===== src/rtl/ias_pkg.sv =====
package ias_pkg;

    typedef enum logic [2:0] {
        ST_IDLE,
        ST_PUT_DATA,
        ST_PUT_CMD,
        ST_POLL,
        ST_GAP,
        ST_GET_DATA,
        ST_FINISH
    } state_e;

    typedef enum logic [1:0] {
        RES_OK      = 2'd0,
        RES_BUS_ERR = 2'd1,
        RES_TIMEOUT = 2'd2
    } res_e;

    localparam logic [4:0] CMD_REG  = 5'd0;
    localparam logic [4:0] DATA_REG = 5'd1;
    localparam int         BUSY_BIT = 15;

endpackage


===== src/rtl/ias_cmd_fmt.sv =====
module ias_cmd_fmt #(
    parameter int unsigned FW = 5
) (
    input  logic          is_write,
    input  logic [FW-1:0] dev,
    input  logic [FW-1:0] regn,
    output logic [15:0]   word
);
    localparam int PADW = 10 - 2 * FW;

    // busy, two spare zeros, mode select, opcode, device, register
    always_comb begin
        word        = '0;
        word[15]    = 1'b1;
        word[12]    = 1'b1;
        word[11:10] = is_write ? 2'b01 : 2'b10;
        word[9:0]   = {{PADW{1'b0}}, dev, regn};
    end
endmodule


===== src/rtl/ias_poll_timer.sv =====
module ias_poll_timer #(
    parameter int unsigned BUDGET_CYC = 100,
    parameter int unsigned GAP_CYC    = 2
) (
    input  logic clk,
    input  logic rst_n,
    input  logic run,
    input  logic gap_run,
    output logic expired,
    output logic gap_done
);
    localparam int             BW   = $clog2(BUDGET_CYC + 1);
    localparam logic [BW-1:0]  BLIM = BW'(BUDGET_CYC);

    logic [BW-1:0] bcnt;

    // Budget counter: runs while polling, saturates at the limit
    always_ff @(posedge clk or negedge rst_n) begin
        if (!rst_n)            bcnt <= '0;
        else if (!run)         bcnt <= '0;
        else if (bcnt != BLIM) bcnt <= bcnt + 1'b1;
    end

    assign expired = (bcnt == BLIM);

    generate
        if (GAP_CYC <= 1) begin : g_short
            assign gap_done = gap_run;
        end else begin : g_count
            localparam int            GW    = $clog2(GAP_CYC);
            localparam logic [GW-1:0] GLAST = GW'(GAP_CYC - 1);
            logic [GW-1:0] gcnt;

            always_ff @(posedge clk or negedge rst_n) begin
                if (!rst_n)        gcnt <= '0;
                else if (!gap_run) gcnt <= '0;
                else               gcnt <= gcnt + 1'b1;
            end

            assign gap_done = gap_run && (gcnt == GLAST);
        end
    endgenerate
endmodule


===== src/rtl/ias_seq.sv =====
module ias_seq
    import ias_pkg::*;
#(
    parameter int unsigned CLK_HZ     = 200_000_000,
    parameter int unsigned TIMEOUT_MS = 50,
    parameter int unsigned GAP_MS     = 1,
    parameter int unsigned MIN_POLLS  = 2,
    parameter logic [4:0]  INIT_ADDR  = 5'h10
) (
    input  logic        clk,
    input  logic        rst_n,
    input  logic        req_valid,
    output logic        req_ready,
    input  logic        req_write,
    input  logic [4:0]  req_addr,
    input  logic [4:0]  req_dev,
    input  logic [4:0]  req_reg,
    input  logic [15:0] req_wdata,
    output logic        done,
    output logic [1:0]  status,
    output logic [15:0] rdata,
    output logic        bus_req,
    output logic        bus_write,
    output logic [4:0]  bus_addr,
    output logic [4:0]  bus_reg,
    output logic [15:0] bus_wdata,
    input  logic        bus_ack,
    input  logic        bus_err,
    input  logic [15:0] bus_rdata
);
    localparam int unsigned CYC_PER_MS = CLK_HZ / 1000;
    localparam int unsigned BUDGET_CYC = CYC_PER_MS * TIMEOUT_MS;
    localparam int unsigned GAP_RAW    = CYC_PER_MS * GAP_MS;
    localparam int unsigned GAP_CYC    = (GAP_RAW < 1) ? 1 : GAP_RAW;
    localparam int          PW         = $clog2(MIN_POLLS + 1);
    localparam logic [PW-1:0] PMIN     = PW'(MIN_POLLS);

    state_e        st, st_nx;
    res_e          res_q, res_nx;
    logic          res_set;
    logic          in_init;
    logic          l_write;
    logic [4:0]    l_addr, l_dev, l_reg;
    logic [15:0]   l_wdata;
    logic [PW-1:0] polls, polls_inc;
    logic [15:0]   rd_q;
    logic [15:0]   cmd_word;
    logic          t_expired, t_gap_done;
    logic          busy_seen;

    ias_cmd_fmt #(.FW(5)) u_fmt (
        .is_write (l_write),
        .dev      (l_dev),
        .regn     (l_reg),
        .word     (cmd_word)
    );

    ias_poll_timer #(.BUDGET_CYC(BUDGET_CYC), .GAP_CYC(GAP_CYC)) u_tmr (
        .clk      (clk),
        .rst_n    (rst_n),
        .run      ((st == ST_POLL) || (st == ST_GAP)),
        .gap_run  (st == ST_GAP),
        .expired  (t_expired),
        .gap_done (t_gap_done)
    );

    assign busy_seen = bus_rdata[BUSY_BIT];
    assign polls_inc = (polls == PMIN) ? polls : polls + 1'b1;

    // State register; reset enters the init poll pass
    always_ff @(posedge clk or negedge rst_n) begin
        if (!rst_n) st <= ST_POLL;
        else        st <= st_nx;
    end

    // Next state and result selection
    always_comb begin
        st_nx   = st;
        res_nx  = RES_OK;
        res_set = 1'b0;
        unique case (st)
            ST_IDLE:
                if (req_valid) st_nx = req_write ? ST_PUT_DATA : ST_PUT_CMD;
            ST_PUT_DATA:
                if (bus_ack) begin
                    if (bus_err) begin st_nx = ST_FINISH; res_set = 1'b1; res_nx = RES_BUS_ERR; end
                    else         st_nx = ST_PUT_CMD;
                end
            ST_PUT_CMD:
                if (bus_ack) begin
                    if (bus_err) begin st_nx = ST_FINISH; res_set = 1'b1; res_nx = RES_BUS_ERR; end
                    else         st_nx = ST_POLL;
                end
            ST_POLL:
                if (bus_ack) begin
                    if (bus_err) begin
                        if (in_init) st_nx = ST_IDLE;
                        else begin st_nx = ST_FINISH; res_set = 1'b1; res_nx = RES_BUS_ERR; end
                    end else if (!busy_seen) begin
                        if (in_init)      st_nx = ST_IDLE;
                        else if (l_write) begin st_nx = ST_FINISH; res_set = 1'b1; res_nx = RES_OK; end
                        else              st_nx = ST_GET_DATA;
                    end else if (polls_inc < PMIN) begin
                        st_nx = ST_POLL;
                    end else begin
                        st_nx = ST_GAP;
                    end
                end
            ST_GAP:
                if (t_gap_done) begin
                    if (!t_expired)   st_nx = ST_POLL;
                    else if (in_init) st_nx = ST_IDLE;
                    else begin st_nx = ST_FINISH; res_set = 1'b1; res_nx = RES_TIMEOUT; end
                end
            ST_GET_DATA:
                if (bus_ack) begin
                    st_nx   = ST_FINISH;
                    res_set = 1'b1;
                    res_nx  = bus_err ? RES_BUS_ERR : RES_OK;
                end
            ST_FINISH:
                st_nx = ST_IDLE;
            default:
                st_nx = ST_IDLE;
        endcase
    end

    // Request latch, poll count and result registers
    always_ff @(posedge clk or negedge rst_n) begin
        if (!rst_n) begin
            in_init <= 1'b1;
            l_write <= 1'b0;
            l_addr  <= INIT_ADDR;
            l_dev   <= '0;
            l_reg   <= '0;
            l_wdata <= '0;
            polls   <= '0;
            res_q   <= RES_OK;
            rd_q    <= '0;
        end else begin
            if (st == ST_IDLE && req_valid) begin
                l_write <= req_write;
                l_addr  <= req_addr;
                l_dev   <= req_dev;
                l_reg   <= req_reg;
                l_wdata <= req_wdata;
                polls   <= '0;
                res_q   <= RES_OK;
                rd_q    <= '0;
            end
            if (st != ST_IDLE && st_nx == ST_IDLE) in_init <= 1'b0;
            if (st == ST_POLL && bus_ack && !bus_err && busy_seen) polls <= polls_inc;
            if (res_set) res_q <= res_nx;
            if (st == ST_GET_DATA && bus_ack && !bus_err) rd_q <= bus_rdata;
        end
    end

    // Outputs decoded from the state
    always_comb begin
        req_ready = (st == ST_IDLE);
        done      = (st == ST_FINISH);
        status    = res_q;
        rdata     = rd_q;
        bus_req   = (st == ST_PUT_DATA) || (st == ST_PUT_CMD) ||
                    (st == ST_POLL)     || (st == ST_GET_DATA);
        bus_write = (st == ST_PUT_DATA) || (st == ST_PUT_CMD);
        bus_addr  = l_addr;
        bus_reg   = ((st == ST_PUT_DATA) || (st == ST_GET_DATA)) ? DATA_REG : CMD_REG;
        if (st == ST_PUT_DATA)     bus_wdata = l_wdata;
        else if (st == ST_PUT_CMD) bus_wdata = cmd_word;
        else                       bus_wdata = '0;
    end
endmodule


===== config.mk =====
export PLATFORM = sky130hd
export DESIGN_NAME = ias_seq
export DESIGN_NICKNAME = d
export VERILOG_FILES = /design/src/rtl/ias_pkg.sv /design/src/rtl/ias_cmd_fmt.sv /design/src/rtl/ias_poll_timer.sv /design/src/rtl/ias_seq.sv
export SDC_FILE = /design/constraint.sdc
export NUM_CORES = 1
export LEC_CHECK = 0
export ABC_AREA = 1
export ABC_CLOCK_PERIOD_IN_PS = 1600
export BUFFER_PORTS_ARGS = -buffer_cell sky130_fd_sc_hd__buf_2
export CAP_MARGIN = 30
export CORE_MARGIN = 3
export CORE_UTILIZATION = 50
export DETAILED_ROUTE_END_ITERATION = 12
export GPL_ROUTABILITY_DRIVEN = 0
export PLACE_DENSITY = 0.83
export SLEW_MARGIN = 20
export SYNTH_ARGS = -nofsm -noshare
export SYNTH_HDL_FRONTEND = slang
export SYNTH_SLANG_ARGS = --single-unit
export TNS_END_PERCENT = 10

===== constraint.sdc =====
create_clock -name clk -period 1.6 [get_ports clk]
set_input_delay 0.32 -clock clk [delete_from_list [all_inputs] [get_ports clk]]
set_output_delay 0.32 -clock clk [all_outputs]
set_load 0.02 [all_outputs]

# Yosys cells after proc, flatten, opt, wreduce, memory -nomap -nowiden
# Cells that the tools add are included.
# op_classes
n_reduce_logical	22
magnitude_cmp	1
n_mux	51
n_eq_ne	11
addsub	3
# op_table
op	n
$mux 16	4
$mux 24	2
$mux 3	14
$add 24x1->24 const B	1
$eq 24x24->1 const B	1
$mux 2	12
$ne 24x24->1 const B	1
$add 18x1->18 const B	1
$eq 18x18->1 const B	1
$mux 18	1
$pmux 3 s6	1
$mux 1	15
$eq 3x3->1 const B	3
$logic_and 1x1->1	8
$eq 3x2->1 const B	2
$logic_not 3->1	2
$pmux 2 s3	1
$reduce_bool 2->1	3
$logic_or 1x1->1	5
$pmux 1 s4	1
$eq 3x1->1 const B	1
$reduce_bool 3->1	1
$reduce_or 3->1	1
$add 2x1->2 const B	1
other kinds (5)	5
# word_totals
in_bits	53
out_inout_bits	48
register_bits	98

# Depth between registers and ports, before layout
# Gate-level depths: netlist (run 1).
# depth
depth_word	10
mapped_depth	13

# Modules after synthesis
# From an unflattened synthesis (run 1), not the netlist that was laid out.
# unflattened
cells_unflattened	658
area_unflattened_um2	5516.5
# modules_own_cells
mod	cells_each	n_inst	area_each_um2	seq_area_each_um2
ias_seq	270	1	2836.5	1406.3
ias_poll_timer	370	1	2556.2	1051.0
ias_cmd_fmt	18	1	123.9	0.0

# Least setup slack after synthesis (run 1)
# OpenSTA, ideal clock, no wires.
# synth_path
kind	reg2out
startpoint	register st[0]
endpoint	output port bus_wdata[3]
stages_incl_launch_ff	6
required_ns	1.280
path_buffers	1
t_arrival_ns	1.514
slack_ns	-0.234
path_cell_list	dfstp_2 -> inv_2 -> nor2_4 -> clkbuf_1 -> nand3_1 -> nand2_1
# synth_between
elab_chain_cells	3
word_cells_on_any_way	4
classes_between	2 x eq/ne; 2 x mux
# synth_lines
element	line_no	text
from (decl)	ias_seq.sv:38	state_e st, st_nx;
from (signal assigned)	ias_seq.sv:73	else st <= st_nx;
$eq 3x2->1	ias_seq.sv:170	else if (st == ST_PUT_CMD) bus_wdata = cmd_word;
$mux 16	ias_seq.sv:170	
$mux 16 *	ias_seq.sv:169	if (st == ST_PUT_DATA) bus_wdata = l_wdata;
to (decl)	ias_seq.sv:26	output logic [15:0] bus_wdata,
# Every way passes the cells marked *; elsewhere a longest branch is shown, timed or not.

# Worst setup path in the final report (run 1)
# layout_path
startpoint	register st[1]
endpoint	output port bus_wdata[10]
# The elaborated chain is that of the path after synthesis.

==> impl_metrics.tcl, run 1 <==
set metrics [dict create \
    status "complete, but fails checks" \
    violations "setup timing" \
    slew_violations 0 \
    mostFrequentLayoutCells "nand2_1, dfrtp_1, nand3_1, buf_2, nor2_1" \
    synth_seq_area_share_pct 47.5 \
    required_ns 1.28 \
    rrSetupSlack_ns -0.18 \
    r2r-start "st[1]$_DFF_PN1_" \
    preCtsSetupSlack_ns -0.147 \
    core-area_um2 9910 \
    portBuffers 96 \
    die_w_um 108 \
    die_h_um 108 \
    avgSynthCellArea_um2 7.75 \
    grt-busiest-layer "met2" \
    drcViolationCount 0 \
    synth_xor_area_share_pct 1.69 \
    grt-ovfl-total 0 \
    postRouteAntennaNets 0 \
    rows 36 \
    leakagePower_nw 3.30 \
    hp-class "input port to flop" \
    rr_endpoint "in_init$_DFFE_PN1P_" \
    cts_tree "done" \
    synthCells 667 \
    antenna_found_initial 0 \
    min_from "req_addr[3]" \
    ys_seq_elements 98 \
    met2_usage_pct 40.4 \
    placed_area_um2 6060 \
    hold_depth 3 \
    final_common_cell "nand2_1" \
    diodes 0 \
    worstSetupEndpointType "primary output" \
    power_mw 8.93 \
    register_area_um2 2460 \
    grt_use_met3_pct 4.38 \
    cts_max_level 3 \
    cts_max_path_buffers 2 \
    start_kind "flop" \
    synth.area.mux_share_pct 0 \
    grt.met1_usage_pct 29.2 \
    clk_pin_slew_ns 0.10 \
    drive_above_1_share_pct 28.9 \
    synth_top_family_by_area "simple AND/OR/NAND/NOR gates" \
    worstPathArrival_ns 1.69 \
    num-fill-cells 746 \
    largest_reg_flops 24 \
    path_class "flop to primary output" \
    die_area_um2 11600 \
    worstHoldEndpoint "bus_addr[3]$_DFFE_PN0P_" \
    syn2layout_area_growth_pct 27.9 \
    vdd_drop_max_uv 814 \
    vias 4949 \
    reg2regPathDepth 12 \
    track_usage_pct 23.6 \
    reg.largest.list "u_tmr.bcnt (24), u_tmr.g_count.gcnt (18)" \
    ios 101 \
    min_period_ns 2.01 \
    worst_slack_ns -0.413 \
    grt_pass1_vias 4916 \
    cts_sinks 98 \
    grt_start_max_net_pins 49 \
    syn_area_um2 5170 \
    post_drt_wl_per_cell_um 14.3 \
    final_net_count 859 \
    fin_tns_setup_ns -7.57 \
    dp_hpwl_mm 9.52 \
    synth-simple-area-share_pct 35.3 \
    maxCapViolations 0 \
    vias_per_cell 5.27 \
    finalCritPeriodShare_pct 126 \
    pwr_density_cell_nw_per_um2 1350 \
    worstSkewPairLatency_ns 0.38 \
    hold_viol 0 \
    wl_mm 13.4 \
    cp_max_fo 6 \
    fmax_mhz 497 \
    synth_fa_ha_area_share_pct 1.21 \
    registers.top_by_ff_count "u_tmr.bcnt" \
    rsz0062_at_grt "true" \
    yosys_warnings 0 \
    grt_pass1_wl_mm 22.0 \
    setup_viol 26 \
    skew_ns 0.00979 \
    synth-compound-area-share_pct 6.51 \
    root_buffer "clkbuf_8" \
    initial_utilization_pct 52.2 \
    numCtsBuffers 9 \
    final_util_pct 66.7 \
    ys_types 35 \
    drt-pass1-iter-count 5 \
    drtIter0Drc 498 \
    design_area_um2 6610 \
    multi_input_area_um2 2510 \
]
## critical path, cell delays in order, from the launching register on
cell and delay, ns:
dfstp_2 0.57, inv_2 0.06, nor2_4 0.21, nand2_4 0.12
o21ai_2 0.19, buf_6 0.15
## how the worst max path moves through the flow
| stage | end | slack [ns] | startpoint |
|---|---|---|---|
| global placement | bus_wdata[10] | -0.11 | st[1]$_DFF_PN1_ |
| detailed placement | l_write$_DFFE_PN0P_ | -0.15 | st[1]$_DFF_PN1_ |
| CTS | bus_wdata[10] | -0.32 | st[1]$_DFF_PN1_ |
| global route | bus_wdata[10] | -0.45 | st[1]$_DFF_PN1_ |
| finish | bus_wdata[10] | -0.41 | st[1]$_DFF_PN1_ |
| floorplan | bus_wdata[10] | -0.12 | st[1]$_DFF_PN1_ |
## per-stage QoR
step	instances	hold slack (ns)
final	939	0.125
after global routing	939	0.129
after CTS	937	0.119
after detailed placement	917	0.304
after global placement	917	0.296
after floorplan	670	0.0244
## logic make-up (layout without fill, tap and decap cells)
group,count (synthesis),after routing
simple gates,402,402
flops,98,98
buf+inv,89,225
compound gates,62,62
xor+xnor,10,10
fa+ha+maj,5,5
other cells,1,4
## final cells by class
class | instances | share of cell area [%]
clock buffer | 10 | 1.93
timing repair buffer | 143 | 15.9
inverter | 66 | 3.82
clock inverter | 6 | 0.662
tap | 133 | 2.52
sequential | 98 | 37.2
multi-input combinational | 483 | 38.0
## power by group
part	total [mW]	switching, mW	internal, mW
combinational	4.11	2.47	1.64
clock	1.46	0.896	0.565
sequential	3.36	0.334	3.02
total	8.93	3.70	5.23
## Yosys cell counts
cell | instances | area, um2
nand2_1 | 194 | 728
dfrtp_1 | 94 | 2350
nand3_1 | 85 | 425
nor2_1 | 64 | 240
inv_1 | 58 | 218
a21oi_1 | 26 | 130
o21ai_0 | 22 | 110
nor3_1 | 17 | 85.1
buf_4 | 8 | 60.1
inv_2 | 8 | 30.0
buf_2 | 7 | 35.0
nand2_2 | 7 | 43.8
nand4_1 | 7 | 43.8
xor2_1 | 7 | 61.3
nor2_2 | 6 | 37.5
nor2_4 | 6 | 67.6
clkbuf_1 | 5 | 18.8
ha_1 | 5 | 62.6
dfstp_2 | 4 | 105
nor3_2 | 4 | 40.0
buf_6 | 3 | 33.8
nand3_2 | 3 | 30.0
nand3b_1 | 3 | 22.5
nor4_1 | 3 | 18.8
o21ai_1 | 3 | 15.0
o31ai_1 | 3 | 22.5
xnor2_1 | 3 | 26.3
a211oi_1 | 2 | 15.0
a31oi_1 | 2 | 12.5
nand2_4 | 2 | 22.5
o21a_1 | 2 | 15.0
a41oi_1 | 1 | 8.76
conb_1 | 1 | 3.75
nor2_8 | 1 | 20.0
o211ai_1 | 1 | 7.51
## per-layer routing
metal	up-vias	part of all wire (%)	wire, um
li1	2407	-	-
met1	2353	41	5470
met2	158	52	6960
met3	31	4.8	647
met4	0	2.4	318
met5	-	0	0
## timing repair
action,4_1_cts,5_1_grt
gates cloned,0,0
setup buffers,3,2
hold buffers,1,0
endpoints found under the hold margin,26,0
pin swaps,4,8
endpoints found under the setup margin,61,98
gates resized for setup,53,41
Power figures use the tool's default switching activity.
==> run 2, diff against run 1 <==
--- a/config.mk
+++ b/config.mk
@@ -9,7 +9,7 @@
 export ABC_CLOCK_PERIOD_IN_PS = 1600
 export BUFFER_PORTS_ARGS = -buffer_cell sky130_fd_sc_hd__buf_2
 export CAP_MARGIN = 30
-export CORE_MARGIN = 3
+export CORE_MARGIN = 2
 export CORE_UTILIZATION = 50
 export DETAILED_ROUTE_END_ITERATION = 12
 export GPL_ROUTABILITY_DRIVEN = 0
==> impl_metrics.tcl, run 2 (same netlist as run 1, synthesis figures left out) <==
set metrics [dict create \
    cts_max_path_buffers 2 \
    cp_cell_sequence "inv_2 -> nor2_4 -> buf_6 -> nand3_2 -> nand2_2 -> buf_6" \
    reg.largest.list "u_tmr.bcnt (24), u_tmr.g_count.gcnt (18)" \
    worst-path-buf-inv 3 \
    drive_above_1_share_pct 28.9 \
    cp_max_fo 6 \
    hold_viol 0 \
    rr_endpoint "in_init$_DFFE_PN1P_" \
    violations "setup timing" \
    dp_cells 926 \
    fin_cells 950 \
    min_period_ns 1.99 \
    clk_pin_slew_ns 0.09 \
    root_buffer "clkbuf_8" \
    registers.top_by_ff_count "u_tmr.bcnt" \
    diodes 0 \
    skew_ns 0.0147 \
    grt_pass1_vias 4752 \
    hold_depth 3 \
    fin_tns_setup_ns -6.83 \
    reg2regPathDepth 12 \
    die_area_um2 11200 \
    start_kind "flop" \
    slowest_stage "dfstp_2" \
    required_ns 1.28 \
    cp_slowest_stage_delay_ns 0.57 \
    drcViolationCount 0 \
    worstPathArrival_ns 1.67 \
    fmax_mhz 502 \
    status "complete, but fails checks" \
    vias 5065 \
    post_drt_wl_per_cell_um 14.2 \
    wl_mm 13.5 \
    syn2layout_area_growth_pct 28.1 \
    worstSkewPairLatency_ns 0.38 \
    finalCritPeriodShare_pct 125 \
    maxCapViolations 0 \
    core-area_um2 10200 \
    numCtsBuffers 9 \
    worstSetupEndpointType "primary output" \
    rrSetupSlack_ns -0.10 \
    cp_top_family "flip-flops" \
    hold_ws_ns 0.132 \
    die_w_um 106 \
    cts_max_level 3 \
    track_usage_pct 23.8 \
    initial_utilization_pct 50.7 \
    ios 101 \
    grt-ovfl-total 0 \
    portBuffers 96 \
    grt_start_max_net_pins 37 \
    postRouteAntennaNets 0 \
    leakagePower_nw 3.34 \
    cpMostUsedCell "buf_6" \
    slew_violations 0 \
    final_common_cell "nand2_1" \
    antenna_found_initial 0 \
    final_net_count 868 \
    drt-pass1-iter-count 6 \
    grt_pass1_wl_mm 21.6 \
    worstHoldEndpoint "l_wdata[5]$_DFFE_PN0P_" \
    cts_sinks 98 \
    dp_hpwl_mm 9.04 \
    min_from "req_wdata[5]" \
    rsz0062_at_grt "true" \
    r2r-start "st[1]$_DFF_PN1_" \
    hp-class "input port to flop" \
    path_class "flop to primary output" \
    worst_slack_ns -0.394 \
    vias_per_cell 5.33 \
    setup_viol 26 \
    largest_reg_flops 24 \
    pwr_density_cell_nw_per_um2 1380 \
    die_h_um 106 \
    rows 37 \
    drtIter0Drc 525 \
    mostFrequentLayoutCells "nand2_1, dfrtp_1, nand3_1, buf_2, nor2_1" \
    num-fill-cells 783 \
    cts_tree "done" \
    vdd_drop_max_uv 774 \
    preCtsSetupSlack_ns 0.0188 \
]
## run 2: worst max path at each step
stage                          from       endpoint  slack (ns)  cells after the start
global placement    st[0]$_DFF_PN1_   bus_wdata[6]        0.05                      6
detailed placement  st[1]$_DFF_PN1_  bus_wdata[11]        0.02                      5
floorplan           st[1]$_DFF_PN1_  bus_wdata[10]       -0.12                      4
finish              st[1]$_DFF_PN1_   bus_wdata[1]       -0.39                      6
CTS                 st[1]$_DFF_PN1_   bus_wdata[8]       -0.34                      6
global route        st[1]$_DFF_PN1_   bus_wdata[1]       -0.44                      6
## run 2: report_power, final
group / switching, mW / leakage, nW / total (mW) / internal (mW)
clock: 0.852 / 0.0986 / 1.56 / 0.706
combinational: 2.54 / 1.94 / 4.22 / 1.68
sequential: 0.343 / 1.30 / 3.37 / 3.03
total: 3.74 / 3.34 / 9.15 / 5.41
## run 2: metal layers
layer | GRT usage, % | part of all wire [%] | vias to the layer above
li1 | - | - | 2433
met1 | 31.2 | 43 | 2403
met2 | 38.8 | 48 | 188
met3 | 3.77 | 5.2 | 41
met4 | 11.2 | 3.5 | 0
met5 | 0 | 0 | -
## run 2: cell type report
| class | count | area, um2 | area share, % |
|---|---|---|---|
| flip-flops and latches | 98 | 2460 | 37.1 |
| repair buffers | 151 | 1080 | 16.3 |
| well taps | 136 | 170 | 2.57 |
| inverters | 66 | 258 | 3.89 |
| multi-input cells | 484 | 2470 | 37.4 |
| clock buffers | 9 | 124 | 1.87 |
| clock inverters | 6 | 58.8 | 0.888 |
## run 2: tightest hold or removal path, stage by stage
cell and delay (ns):
buf_2 0.07, nand2_1 0.04, nand2_1 0.04
## run 2: what timing repair did
item	CTS	global route
buffers inserted	3	3
gates cloned	2	0
hold buffers	1	0
endpoints found under the setup margin	22	101
endpoints found under the hold margin	27	0
pin swaps	7	10
gates resized for setup	55	37
## run 2: metrics by stage
step	utilization (%)	total power [mW]	instance area, um2
2_1_floorplan	-	5.52	5180
3_3_place_gp	59.5	6.67	6060
3_5_place_dp	59.5	6.74	6060
4_1_cts	63.4	8.82	6460
5_1_grt	65.0	9.65	6620
6_report	65.0	9.15	6620
